[src/rtl/pi_reg_pkg.sv]
package pi_reg_pkg;

    // Integration rule codes
    typedef enum logic [1:0] {
        RULE_BWD  = 2'b00,
        RULE_FWD  = 2'b01,
        RULE_TRAP = 2'b10,
        RULE_ALT  = 2'b11
    } rule_e;

    // Iteration sequencer states
    typedef enum logic [1:0] {
        S_IDLE = 2'b00,
        S_PROD = 2'b01,
        S_UPDT = 2'b10
    } state_e;

endpackage

[src/rtl/pi_terms.sv]
module pi_terms
    import pi_reg_pkg::*;
#(
    parameter int DW = 16,
    parameter int GW = 16
) (
    input  logic signed [DW:0]   err,
    input  logic signed [DW:0]   err_prev,
    input  logic signed [GW-1:0] kp,
    input  logic signed [GW-1:0] ki,
    input  rule_e                rule,
    output logic signed [DW+1:0] p_term,
    output logic signed [DW+1:0] inc_term
);
    localparam int TW = DW + 2;
    localparam int MW = TW + GW;

    logic signed [TW-1:0] i_op;
    logic signed [MW-1:0] p_full;
    logic signed [MW-1:0] i_full;

    // operand of the integral product depends on the rule
    always_comb begin
        unique case (rule)
            RULE_FWD:  i_op = TW'(err_prev);
            RULE_TRAP: i_op = TW'(err) + TW'(err_prev);
            default:   i_op = TW'(err);
        endcase
    end

    assign p_full   = MW'(err) * MW'(kp);
    assign i_full   = MW'(i_op) * MW'(ki);
    assign p_term   = TW'(p_full >>> (GW - 1));
    // trapezoidal rule halves the summed errors through one extra shift
    assign inc_term = (rule == RULE_TRAP) ? TW'(i_full >>> GW)
                                          : TW'(i_full >>> (GW - 1));
endmodule

[src/rtl/pi_integ.sv]
module pi_integ #(
    parameter int DW    = 16,
    parameter int GUARD = 4
) (
    input  logic signed [DW+1:0]     p_term,
    input  logic signed [DW+1:0]     inc_term,
    input  logic signed [DW+GUARD-1:0] integ,
    output logic signed [DW+GUARD-1:0] integ_next,
    output logic        [DW-2:0]     duty
);
    localparam int AW = DW + GUARD;
    localparam int UW = AW + 2;
    localparam logic signed [UW-1:0] MAXU = UW'((1 << (DW - 1)) - 1);

    logic signed [AW-1:0] cand;
    logic signed [UW-1:0] u_cand;
    logic signed [UW-1:0] v_out;
    logic                 hold;

    assign cand   = integ + AW'(inc_term);
    assign u_cand = UW'(p_term) + UW'(cand);

    // anti-windup: keep the old state when the step deepens saturation
    assign hold = ((u_cand > MAXU) && (inc_term > 0)) ||
                  ((u_cand < 0)    && (inc_term < 0));

    assign integ_next = hold ? integ : cand;
    assign v_out      = UW'(p_term) + UW'(integ_next);

    always_comb begin
        if (v_out < 0)
            duty = '0;
        else if (v_out > MAXU)
            duty = '1;
        else
            duty = v_out[DW-2:0];
    end
endmodule

[src/rtl/pi_regulator.sv]
module pi_regulator
    import pi_reg_pkg::*;
#(
    parameter int DW    = 16,
    parameter int GW    = 16,
    parameter int GUARD = 4
) (
    input  logic          clk_i,
    input  logic          rst_i,
    input  logic          start_i,
    input  logic [DW-1:0] ref_i,
    input  logic [DW-1:0] fb_i,
    input  logic [GW-1:0] kp_i,
    input  logic [GW-1:0] ki_i,
    input  logic [1:0]    rule_i,
    output logic [DW-2:0] duty_o,
    output logic          done_o
);
    localparam int EW = DW + 1;
    localparam int TW = DW + 2;
    localparam int AW = DW + GUARD;

    state_e state_q, state_d;

    logic signed [EW-1:0] err_q, err_prev_q;
    logic signed [GW-1:0] kp_q, ki_q;
    rule_e                rule_q;
    logic signed [TW-1:0] p_q, inc_q;
    logic signed [TW-1:0] p_term, inc_term;
    logic signed [AW-1:0] integ_q, integ_next;
    logic        [DW-2:0] duty_next;
    logic        [DW-2:0] duty_q;
    logic                 done_q;
    logic                 busy;

    assign busy = (state_q != S_IDLE);

    // next-state logic
    always_comb begin
        state_d = state_q;
        unique case (state_q)
            S_IDLE:  if (start_i) state_d = S_PROD;   // accept
            S_PROD:  state_d = S_UPDT;                // multiply
            S_UPDT:  state_d = S_IDLE;                // publish
            default: state_d = S_IDLE;
        endcase
    end

    // state register
    always_ff @(posedge clk_i) begin
        if (rst_i) state_q <= S_IDLE;
        else       state_q <= state_d;
    end

    // datapath registers
    always_ff @(posedge clk_i) begin
        if (rst_i) begin
            err_q      <= '0;
            err_prev_q <= '0;
            kp_q       <= '0;
            ki_q       <= '0;
            rule_q     <= RULE_BWD;
            p_q        <= '0;
            inc_q      <= '0;
            integ_q    <= '0;
        end else begin
            unique case (state_q)
                S_IDLE: if (start_i) begin
                    err_q  <= {ref_i[DW-1], ref_i} - {fb_i[DW-1], fb_i};
                    kp_q   <= kp_i;
                    ki_q   <= ki_i;
                    rule_q <= rule_e'(rule_i);
                end
                S_PROD: begin
                    p_q   <= p_term;
                    inc_q <= inc_term;
                end
                S_UPDT: begin
                    integ_q    <= integ_next;
                    err_prev_q <= err_q;
                end
                default: ;
            endcase
        end
    end

    // output register
    always_ff @(posedge clk_i) begin
        if (rst_i) begin
            duty_q <= '0;
            done_q <= 1'b0;
        end else begin
            done_q <= (state_q == S_UPDT);
            if (state_q == S_UPDT) duty_q <= duty_next;
        end
    end

    assign duty_o = duty_q;
    assign done_o = done_q;

    pi_terms #(.DW(DW), .GW(GW)) u_terms (
        .err      (err_q),
        .err_prev (err_prev_q),
        .kp       (kp_q),
        .ki       (ki_q),
        .rule     (rule_q),
        .p_term   (p_term),
        .inc_term (inc_term)
    );

    pi_integ #(.DW(DW), .GUARD(GUARD)) u_integ (
        .p_term     (p_q),
        .inc_term   (inc_q),
        .integ      (integ_q),
        .integ_next (integ_next),
        .duty       (duty_next)
    );
endmodule

[config.mk]
export PLATFORM = sky130hd
export DESIGN_NAME = pi_regulator
export DESIGN_NICKNAME = d
export VERILOG_FILES = /design/src/rtl/pi_reg_pkg.sv /design/src/rtl/pi_terms.sv /design/src/rtl/pi_integ.sv /design/src/rtl/pi_regulator.sv
export SDC_FILE = /design/constraint.sdc
export NUM_CORES = 2
export LEC_CHECK = 0
export BUFFER_PORTS_ARGS = -buffer_cell sky130_fd_sc_hd__buf_2
export CORE_MARGIN = 5
export CORE_UTILIZATION = 40
export CTS_CLUSTER_SIZE = 10
export DETAILED_ROUTE_END_ITERATION = 7
export PLACE_DENSITY = 0.53
export SLEW_MARGIN = 10
export SYNTH_ARGS = -nofsm -noshare
export SYNTH_HDL_FRONTEND = slang
export SYNTH_SLANG_ARGS = --single-unit
[constraint.sdc]
create_clock -name clk_i -period 13.7 [get_ports clk_i]
set_clock_uncertainty 0.15 [all_clocks]
set_input_delay 1.37 -clock clk_i [delete_from_list [all_inputs] [get_ports clk_i]]
set_output_delay 1.37 -clock clk_i [all_outputs]
set_load 0.05 [all_outputs]
==> impl_results.md <==
- Initial antenna violation count: 1
- Outcome: complete, no violations
- Clock-pin slew on the worst setup and hold paths: 0.08 ns
- Register area share after synthesis: a little under a tenth
- Dpl ws: about 3.5 ns
- Netlist cell types: 75
- R2r endpoint: inc_q[17]
- Period utilisation layout: 73.9%
- Io pins: 85
- CTS Buffer Depth: 2
- Num rows: 99
- Post-DP Area: 0.0311 sq mm
- ANT nets after route: 0
- Net count, final: roughly 4300
- Met2 Use GR: 32.2%
- Leading post-synthesis cells by cell area: fa_1 38%, ha_1 11%, dfxtp_1 9.6%, inv_1 7.8%, nand2_1 6.7%
- Cts bufs inserted: 17
- Via count: 21800
- Post-Syn Nets: ~4300
- Share of layout cells above drive strength 1: 6.51%
- Worst Setup SP: err_q[1]
- Max_cap viols: 0
- Slowest stage delay, CP: approximately 0.80 ns
- Via density: roughly 5.0
- Global Route Usage Sum: 20.4%
- Routed len/inst: roughly 18 um
- P per Cell Area: 80.7 mW/mm^2
- Non-Filler Instances: 4356
- CTS tree: built
- Worst setup EP type: flop
- Met1 GRT Util: 30.3%
- R2R Setup Slk: 3.58 ns
- DRC Markers: 0
- Min setup slack post-route: 3.58 ns
- Chip width: 282 um
- Slew margin rel.: 33.3%
- Die height: 282 um
- YS warnings: 0
- Register bit count reported by yosys: 142
- Post-synthesis instance total: 3383
- Final setup viols: 0
- Final slew viol count: 0
- Lkg Pwr: 14.3 nW
- Area grow syn2layout: 6.82%
- CP required: 13.92 ns
- FF-to-FF Start: err_q[1]
- GRT busiest layer: met2
- RSZ-0062 raised after global routing: no
- Clk sinks: 142
- Core area: 0.0732 sq mm
- Final instance area: between 0.03 and 0.04 sq mm
- Setup Crit Path Kind: flop to flop
- Clock Tree Root: clkbuf_16
- Startpoint types: flop
- Placed cell count: 4323
- Post-synth top cells: 616 x inv_1, 569 x fa_1, 532 x nand2_1
- Crit-path most repeated cell: fa_1
- Post-synth ARST share: 0%
- Hold crit path type: flop to flop
- Drt first pass iters: 5
- CP Max Fanout: 21
- Cell area after synthesis: 0.0296 sq mm
- Met3 GRT Util: 3.24%
- Synth Area per Inst: 8.76 sq um
- Worst skew pair latency: 0.49 ns
- Maximum clock rate: 98.8 MHz
- Initial DRC Count: 1083
- Arr. time, crit path: 10.35 ns
- Fin. Hold Viols: 0
- DIE AREA: 0.0796 sq mm
- Most common cell in the netlist: inv_1
- H-tree Lvls: 4
- Number of global-route vias before repair: 23000
- Postcts setup bufs: 0
- Post-DP HPWL: just over 60000 um
- End of the critical path: inc_q[17]
- R2r worst-path depth: 33
- Pin count of the biggest net entering global routing: 76
- Hold-fix buffers, CTS: 0
- Post-CTS Resized: 0
- Post-synth top area share: 38.4%
- WL final: 77300 um
- Worst-Margin Slew: 0.997 ns
- Grt ovf: 0
- Worst-case vdd ir drop: 0.0974 mV
- Biggest area consumer among synthesized cells: fa_1
- Initial core utilization: 40.5%
- Top FF cell, synth: dfxtp_1
- Fin crit period: roughly 10 ns
- Setup TNS: 0 ns
- RePlAce Congestion: between 0.8 and 0.9
- Number of I/O port buffers: 84
- Post-synth EDFFs: 0
- Slowest CP cell: dfxtp_1
- First-pass GRT wire length: between 100000 and 150000 um
## where the power goes
group	total (mW)	switching, mW	internal [mW]
Combinational	1.56	0.945	0.611
Clock	0.504	0.244	0.260
Sequential	0.494	0.0500	0.444
## state kept, by name, summed over array words and instances (netlist names)
| name | flops |
|---|---|
| integ_q | 20 |
| inc_q | 18 |
| p_q | 18 |
| err_prev_q | 17 |
| err_q | 17 |
| ki_q | 16 |
| kp_q | 16 |
| duty_o | 15 |
| rule_q | 2 |
| state_q | 2 |
| done_o | 1 |
## cell usage in the layout (no fill, tap or decap), types with 12 or more instances in the layout
| cell type | n |
|---|---|
| a211oi_1 | 12 |
| nor2b_1 | 17 |
| dfxtp_1 | 142 |
| a31oi_1 | 15 |
| or3_1 | 12 |
| xnor2_1 | 71 |
| buf_4 | 50 |
| a21o_1 | 39 |
| a32oi_1 | 13 |
| and3_1 | 15 |
| xor2_1 | 38 |
| or2_2 | 12 |
| nor3_1 | 21 |
| o21ai_0 | 66 |
| o21a_1 | 14 |
| inv_1 | 616 |
| mux2_2 | 21 |
| nand2b_1 | 29 |
| mux2i_1 | 25 |
| a21oi_1 | 190 |
| nor2_1 | 100 |
| clkbuf_16 | 17 |
| and2_1 | 237 |
| nand3_1 | 22 |
| ha_1 | 262 |
| fa_1 | 569 |
| nand2_1 | 531 |
| buf_2 | 83 |
## metrics by stage
stage	hold slack [ns]	utilization (%)	power [mW]
2_1_floorplan	0.299	-	1.62
3_3_place_gp	0.298	42.4	2.07
3_5_place_dp	0.302	42.4	2.06
4_1_cts	0.316	43.2	2.60
5_1_grt	0.334	43.2	2.79
6_report	0.313	43.2	2.55
## cell type report
type / count / area (sq um)
Antenna cell: 1 / 2.50
Clock buffer: 17 / 425
Clock inverter: 15 / 166
Fill cell: 7317 / 41600
Inverter: 616 / 2310
Multi-Input combinational cell: 2473 / 23900
Sequential cell: 142 / 2840
Tap cell: 959 / 1200
Timing Repair Buffer: 133 / 791
## cells by family (layout without fill, tap and decap cells)
group	count (synthesis)	count (layout)	synth area share, %
and+or+nand+nor	1028	1028	16.3
muxes	47	47	1.68
other	0	1	0
buffers and inverters	768	781	9.79
adders and majority gates	831	831	49.5
DFF	142	142	9.60
AOI/OAI and AO/OA	458	458	9.87
xor gates and xnor gates	109	109	3.22
## routing by layer
layer	vias to the layer above	share of wire, %
met5	-	0.0091
met4	2	1.4
met3	56	4.5
met2	393	45
met1	10900	49
li1	10500	-
## critical path: cells and delay by family, from the launching register on
family	cells	cell delay [ns]
AOI/OAI and AO/OA	15	3.47
muxes	1	0.25
adders and majority gates	8	3.93
DFF	1	0.80
buffers and inverters	4	0.50
and+or+nand+nor	5	0.87
## worst min path at each step
stage / start / to / slack, ns / depth (start not counted)
floorplan: inc_q[6] / inc_q[6] / 0.30 / 2
global placement: duty_o[14] / duty_o[14] / 0.30 / 2
detailed placement: duty_o[9] / duty_o[9] / 0.30 / 2
CTS: duty_o[14] / duty_o[14] / 0.32 / 2
global route: duty_o[0] / duty_o[0] / 0.33 / 2
finish: duty_o[10] / duty_o[10] / 0.31 / 2
Power figures use the tool's default switching activity.
